**config.mk**
```make
export PLATFORM = sky130hd
export DESIGN_NAME = rtc_trim_prescaler
export DESIGN_NICKNAME = d
export VERILOG_FILES = /design/src/rtl/rtc_trim_pkg.sv /design/src/rtl/rtc_key_gate.sv /design/src/rtl/rtc_frac_divider.sv /design/src/rtl/rtc_subsec_index.sv /design/src/rtl/rtc_tick_select.sv /design/src/rtl/rtc_trim_prescaler.sv
export SDC_FILE = /design/constraint.sdc
export NUM_CORES = 1
export LEC_CHECK = 0
export BUFFER_PORTS_ARGS = -buffer_cell sky130_fd_sc_hd__buf_4
export CAP_MARGIN = 20
export CORE_AREA = 2 2 125 115
export CTS_CLUSTER_SIZE = 14
export DETAILED_ROUTE_END_ITERATION = 7
export DIE_AREA = 0 0 127 117
export GPL_TIMING_DRIVEN = 0
export HOLD_SLACK_MARGIN = 0.05
export PLACE_DENSITY = 0.6
export SLEW_MARGIN = 40
export SYNTH_ARGS = -nofsm -noshare
export SYNTH_HDL_FRONTEND = slang
export SYNTH_SLANG_ARGS = --single-unit
```
**constraint.sdc**
```tcl
create_clock -name clk -period 3.4 [get_ports clk]
set_clock_uncertainty 0.05 [all_clocks]
set_input_delay 0.34 -clock clk [delete_from_list [all_inputs] [get_ports clk]]
set_output_delay 0.34 -clock clk [all_outputs]
set_load 0.02 [all_outputs]
```
**src/rtl/rtc_trim_pkg.sv**
```systemverilog
package rtc_trim_pkg;
  typedef logic [31:0] word_t;
  localparam word_t UNLOCK_KEY = 32'hA5EB1357;
endpackage

```
**src/rtl/rtc_key_gate.sv**
```systemverilog
module rtc_key_gate
  import rtc_trim_pkg::*;
(
  input  logic  clk,
  input  logic  rst_n,
  input  logic  wr,
  input  word_t wdata,
  output logic  active,
  output logic  start
);
  logic active_q;

  // A start event happens once: the correct word arriving while locked.
  assign start  = wr && (wdata == UNLOCK_KEY) && !active_q;
  assign active = active_q;

  always_ff @(posedge clk or negedge rst_n) begin
    if (!rst_n)     active_q <= 1'b0;
    else if (start) active_q <= 1'b1;
  end
endmodule

```
**src/rtl/rtc_frac_divider.sv**
```systemverilog
module rtc_frac_divider #(
  parameter int BASE   = 32752,
  parameter int INT_W  = 5,
  parameter int FRAC_W = 6,
  parameter int DIV_W  = 16
) (
  input  logic              clk,
  input  logic              rst_n,
  input  logic              start,
  input  logic              en_act,
  input  logic [INT_W-1:0]  comp_int,
  input  logic [FRAC_W-1:0] comp_frac,
  output logic [DIV_W-1:0]  div_len,
  output logic              sec_last,
  output logic              sec_pulse
);
  logic [DIV_W-1:0]  cnt_q, div_q;
  logic [FRAC_W-1:0] acc_q;
  logic [FRAC_W:0]   acc_sum;
  logic              pulse_q;

  // Length of one second in counted enables.
  function automatic logic [DIV_W-1:0] period_of(input logic [INT_W-1:0] code,
                                                 input logic extra);
    return DIV_W'(BASE) + DIV_W'(code) + DIV_W'(extra);
  endfunction

  assign acc_sum   = {1'b0, acc_q} + {1'b0, comp_frac};
  assign sec_last  = en_act && (cnt_q == div_q - 1'b1);
  assign div_len   = div_q;
  assign sec_pulse = pulse_q;

  always_ff @(posedge clk or negedge rst_n) begin
    if (!rst_n) begin
      cnt_q   <= '0;
      div_q   <= DIV_W'(BASE);
      acc_q   <= '0;
      pulse_q <= 1'b0;
    end else if (start) begin
      cnt_q   <= '0;
      div_q   <= period_of(comp_int, 1'b0);
      acc_q   <= '0;
      pulse_q <= 1'b0;
    end else begin
      pulse_q <= sec_last;
      if (en_act) begin
        if (sec_last) begin
          cnt_q <= '0;
          acc_q <= acc_sum[FRAC_W-1:0];
          div_q <= period_of(comp_int, acc_sum[FRAC_W]);
        end else begin
          cnt_q <= cnt_q + 1'b1;
        end
      end
    end
  end
endmodule

```
**src/rtl/rtc_subsec_index.sv**
```systemverilog
module rtc_subsec_index #(
  parameter int SUB_W = 7,
  parameter int DIV_W = 16
) (
  input  logic             clk,
  input  logic             rst_n,
  input  logic             start,
  input  logic             en_act,
  input  logic             sec_last,
  input  logic [DIV_W-1:0] div_len,
  output logic             step,
  output logic [SUB_W-1:0] idx_next,
  output logic [SUB_W-1:0] subsec
);
  localparam logic [DIV_W:0] STRIDE = (DIV_W+1)'(2**SUB_W);

  logic [DIV_W:0]   res_q, res_sum;
  logic [SUB_W-1:0] idx_q;

  // Residue stepping: add the step count per enable, spend one divisor per step.
  assign res_sum  = res_q + STRIDE;
  assign step     = en_act && (res_sum >= {1'b0, div_len});
  assign idx_next = idx_q + 1'b1;
  assign subsec   = idx_q;

  always_ff @(posedge clk or negedge rst_n) begin
    if (!rst_n) begin
      res_q <= '0;
      idx_q <= '0;
    end else if (start) begin
      res_q <= '0;
      idx_q <= '0;
    end else if (en_act) begin
      if (sec_last) begin
        res_q <= '0;
        idx_q <= '0;
      end else if (step) begin
        res_q <= res_sum - {1'b0, div_len};
        idx_q <= idx_next;
      end else begin
        res_q <= res_sum;
      end
    end
  end
endmodule

```
**src/rtl/rtc_tick_select.sv**
```systemverilog
module rtc_tick_select #(
  parameter int SUB_W = 7,
  parameter int SEL_W = 3
) (
  input  logic             clk,
  input  logic             rst_n,
  input  logic             start,
  input  logic             step,
  input  logic [SUB_W-1:0] idx_next,
  input  logic [SEL_W-1:0] tick_sel,
  output logic             tick_pulse
);
  logic [SUB_W-1:0] mask;
  logic             tick_q;

  // Low bits that must reach zero for a tick at this rate code.
  function automatic logic [SUB_W-1:0] low_mask(input logic [SEL_W-1:0] code);
    return {SUB_W{1'b1}} >> code;
  endfunction

  assign mask       = low_mask(tick_sel);
  assign tick_pulse = tick_q;

  always_ff @(posedge clk or negedge rst_n) begin
    if (!rst_n)     tick_q <= 1'b0;
    else if (start) tick_q <= 1'b0;
    else            tick_q <= step && ((idx_next & mask) == '0);
  end
endmodule

```
**src/rtl/rtc_trim_prescaler.sv**
```systemverilog
module rtc_trim_prescaler
  import rtc_trim_pkg::*;
#(
  parameter int BASE_DIV = 32752,
  parameter int INT_W    = 5,
  parameter int FRAC_W   = 6,
  parameter int SUB_W    = 7,
  parameter int SEL_W    = 3
) (
  input  logic              clk,
  input  logic              rst_n,
  input  logic              clk32_en,
  input  logic              init_wr,
  input  logic [31:0]       init_wdata,
  input  logic [INT_W-1:0]  comp_int,
  input  logic [FRAC_W-1:0] comp_frac,
  input  logic [SEL_W-1:0]  tick_sel,
  output logic              active,
  output logic [31:0]       init_rdata,
  output logic              sec_pulse,
  output logic [SUB_W-1:0]  subsec,
  output logic              tick_pulse
);
  localparam int DIV_W = $clog2(BASE_DIV + 2**INT_W + 1);

  logic             start;
  logic             en_act;
  logic             sec_last;
  logic             sub_step;
  logic [DIV_W-1:0] div_len;
  logic [SUB_W-1:0] idx_next;

  rtc_key_gate u_gate (
    .clk    (clk),
    .rst_n  (rst_n),
    .wr     (init_wr),
    .wdata  (init_wdata),
    .active (active),
    .start  (start)
  );

  assign en_act     = active & clk32_en;
  assign init_rdata = {31'b0, active};

  rtc_frac_divider #(
    .BASE(BASE_DIV), .INT_W(INT_W), .FRAC_W(FRAC_W), .DIV_W(DIV_W)
  ) u_div (
    .clk       (clk),
    .rst_n     (rst_n),
    .start     (start),
    .en_act    (en_act),
    .comp_int  (comp_int),
    .comp_frac (comp_frac),
    .div_len   (div_len),
    .sec_last  (sec_last),
    .sec_pulse (sec_pulse)
  );

  rtc_subsec_index #(.SUB_W(SUB_W), .DIV_W(DIV_W)) u_sub (
    .clk      (clk),
    .rst_n    (rst_n),
    .start    (start),
    .en_act   (en_act),
    .sec_last (sec_last),
    .div_len  (div_len),
    .step     (sub_step),
    .idx_next (idx_next),
    .subsec   (subsec)
  );

  rtc_tick_select #(.SUB_W(SUB_W), .SEL_W(SEL_W)) u_tick (
    .clk        (clk),
    .rst_n      (rst_n),
    .start      (start),
    .step       (sub_step),
    .idx_next   (idx_next),
    .tick_sel   (tick_sel),
    .tick_pulse (tick_pulse)
  );
endmodule

```
==> summary.md <==
| Metric | Value |
|---|---|
| Yosys warnings | `0` |
| Vias | `4944` |
| Post-synth ARST share | `100%` |
| Crit path capture type | `flip-flop` |
| Total track usage | `19.9%` |
| Slew HR | `46.5%` |
| R2R Setup Slk | `0.10 ns` |
| Post-route cell area | `6490 um^2` |
| TritonCTS clock tree | `yes` |
| Maxcap violations | `0` |
| Final Max Tran Viols | `0` |
| Die Span Y | `117 um` |
| PD cells | `265 nW/um^2` |
| Largest net degree at the start of global routing | `63` |
| Layout net count | `820` |
| Dpl hpwl | `11000 um` |
| R2R Path Start | `u_div.div_len[1]` |
| Ports | `92` |
| Reg2reg path depth | `10` |
| Clock Pin Slew Worst Setup and Hold Paths | `0.05 ns` |
| CP required | `3.56 ns` |
| Hold slack | `0.143 ns` |
| CTS Buf Count | `9` |
| Post-synth EDFFs | `0` |
| Synth Instances | `632` |
| Seq/Total Area, Yosys | `29.2%` |
| # rows | `41` |
| Worst setup path end | `u_div.div_len[3]` |
| Reg-to-Reg End | `u_div.div_len[3]` |
| DP Area | `6120 um^2` |
| Area of the multi-input gates | `3470 um^2` |
| # diodes | `0` |
| Hold Path Class | `input pin to flip-flop` |
| Final wirelength | `14700 um` |
| Gpl congestion | `0.870` |
| DRC errors left | `0` |
| Yosys reg bits | `62` |
| PortBufs | `60` |
| Antenna violations before repair | `0` |
| Leakage | `3.11 nW` |
| Startpoint types | `flip-flop` |
| Final hold violations | `0` |
| Area growth syn-to-layout | `21.4%` |
| Yosys cell types | `78` |
| CTS sink count | `62` |
| Clock Path Buffers | `2` |
| Max Freq | `303 MHz` |
| Antenna-violating nets left | `0` |
| First-pass GRT wire length | `23300 um` |
| Crit path max fanout | `5` |
| Post-synth top flop | `dfrtp_1` |
| Core ar. | `13600 um^2` |
| Via/cell ratio | `5.42` |
| Worst Max-Slew Pin Slew | `0.802 ns` |
| Worst skew pair latency | `0.34 ns` |
| Crit path arrival time | `3.46 ns` |
| Clock root cell | `clkbuf_16` |
| Critical path type | `flip-flop to flip-flop` |
| FF/Latch Area | `1560 um^2` |
| Layout cells sized above 1 | `21.9%` |
| Period minus WS final | `3.30 ns` |
| Vias in the first global route | `4687` |
| H-tree depth | `3` |
| GRT Residual Overflow | `0` |
| Worst setup path start | `u_div.div_len[1]` |
| Routed length per instance | `16.1 um` |
| Die area | `14900 um^2` |
| Mapped Avg Cell Area | `8.46 um^2` |
| VDD IR max | `0.000236 V` |
| Period utilization | `97.0%` |
| Drt pass-1 iters | `7` |
| Initial Utilization | `39.2%` |
| Final setup fails | `0` |
| Initial DRC count | `291` |
| Fill count | `1334` |
| Status | `complete, no violations` |
| RSZ-0062 raised after global routing | `true` |
| Netlist Area Pre-Place | `5340 um^2` |
| Die Span X | `127 um` |
[per-layer routing]
layer	wire length, um	share of wire, %	up-vias	track usage, %
met5	0	0	-	0
met4	269	1.8	0	7.62
met3	934	6.4	21	4.32
met2	6660	45	168	32.1
met1	6810	46	2322	26.5
li1	-	-	2433	-
[cell usage after synthesis, types with 5 or more instances]
master / count / area, um^2
and3_1: 14 / 87.6
buf_2: 10 / 50.1
mux2i_1: 11 / 110
nand2b_1: 11 / 68.8
nand4_1: 13 / 81.3
inv_1: 32 / 120
nor2b_1: 7 / 43.8
dfrtp_1: 54 / 1350
nand3_1: 25 / 125
o21ai_0: 28 / 140
ha_1: 32 / 400
nor4_1: 6 / 37.5
a21o_1: 12 / 90.1
xor2_1: 21 / 184
nor2_1: 39 / 146
a211oi_1: 7 / 52.6
a31oi_1: 8 / 50.1
clkbuf_1: 11 / 41.3
dfstp_2: 8 / 210
xnor2_1: 24 / 210
buf_4: 33 / 248
o31ai_1: 5 / 37.5
or3_1: 8 / 50.1
a22o_1: 8 / 70.1
a21oi_1: 45 / 225
nor3_1: 12 / 60.1
nand2_1: 61 / 229
[area by class of cell]
cell class	count	share of cell area, %
buffer	57	5.81
clock buffer	14	3.92
clock inverter	2	0.154
inverter	32	1.85
multi-input combinational	511	53.5
sequential	62	24.1
tap	172	3.32
timing repair buffer	63	7.39
[registers in the layout, summed over array words and instances, names as in the netlist]
name and flops:
u_div.sec_pulse 1, u_div.div_len 13, u_gate.active 1, u_sub.res_q 17, u_sub.subsec 7, u_div.acc_q 6
u_tick.tick_pulse 1, u_div.cnt_q 16
[worst min-delay path by stage]
stage | start | endpoint | slack [ns] | depth (start not counted)
after floorplan | rst_n | u_div.acc_q[0] | -0.006 | 0
after global placement | u_sub.res_q[0] | u_sub.res_q[0] | 0.41 | 2
after detailed placement | u_sub.res_q[0] | u_sub.res_q[0] | 0.43 | 2
after CTS | rst_n | u_sub.subsec[6] | 0.07 | 1
after global routing | comp_int[4] | u_div.div_len[9] | 0.17 | 2
final | comp_int[4] | u_div.div_len[9] | 0.14 | 2
[cells in the final DEF, fill, tap and decap left out, types with 13 or more instances in the layout]
cell      count
xnor2_1      24
dfrtp_1      54
and3_1       14
inv_1        32
nand3_1      24
a21oi_1      44
buf_4        95
conb_1       31
ha_1         32
nor2_1       38
clkbuf_1     14
xor2_1       21
o21ai_0      28
nand2_1      60
nand4_1      13
[where the power goes]
part | total (W) | internal, W | switching (W)
clock network | 0.000838 | 0.000511 | 0.000327
registers | 0.000739 | 0.000739 | 0.0000000000317
logic | 0.000141 | 0.0000712 | 0.0000695
[through the flow]
step | util (%) | cells | power (W) | setup slack, ns | TNS (ns)
2_1_floorplan | - | 662 | 0.000826 | 0.450 | 0
3_3_place_gp | 44.9 | 894 | 0.000890 | -0.143 | -1.34
3_5_place_dp | 44.9 | 894 | 0.000891 | -0.170 | -1.97
4_1_cts | 46.9 | 910 | 0.00174 | 0.0185 | 0
5_1_grt | 47.5 | 913 | 0.00178 | -0.00641 | -0.0117
6_report | 47.5 | 913 | 0.00172 | 0.103 | 0
[kinds of logic (layout without fill, tap and decap cells)]
| group | Yosys count | after routing | share of synthesized area (%) |
|---|---|---|---|
| adders and majority gates | 34 | 34 | 8.24 |
| AOI/OAI and AO/OA | 157 | 157 | 19.5 |
| buffers and inverters | 89 | 168 | 9.23 |
| DFF | 62 | 62 | 29.2 |
| other | 1 | 31 | 0.0702 |
| muxes | 13 | 13 | 2.55 |
| xor gates and xnor gates | 45 | 45 | 7.38 |
| and+or+nand+nor | 231 | 231 | 23.8 |
[worst max-delay path, cell delays in order (launching register included)]
cell	delay (ns)
dfrtp_1	0.48
inv_1	0.15
ha_1	0.31
xor2_1	0.20
o2111ai_1	0.13
or4_1	0.59
nor4_1	0.28
and4_4	0.28
and2_4	0.20
mux2_4	0.31
o22a_1	0.20
[timing repair]
action | CTS | global route
setup endpoints to repair | 32 | 36
endpoints found under the hold margin | 0 | 54
gates cloned | 0 | 0
gates resized for setup | 3 | 10
setup buffers | 0 | 2
hold buffers | 0 | 1
pin swaps | 0 | 1
Note: power is estimated with default switching activity, not from simulation.
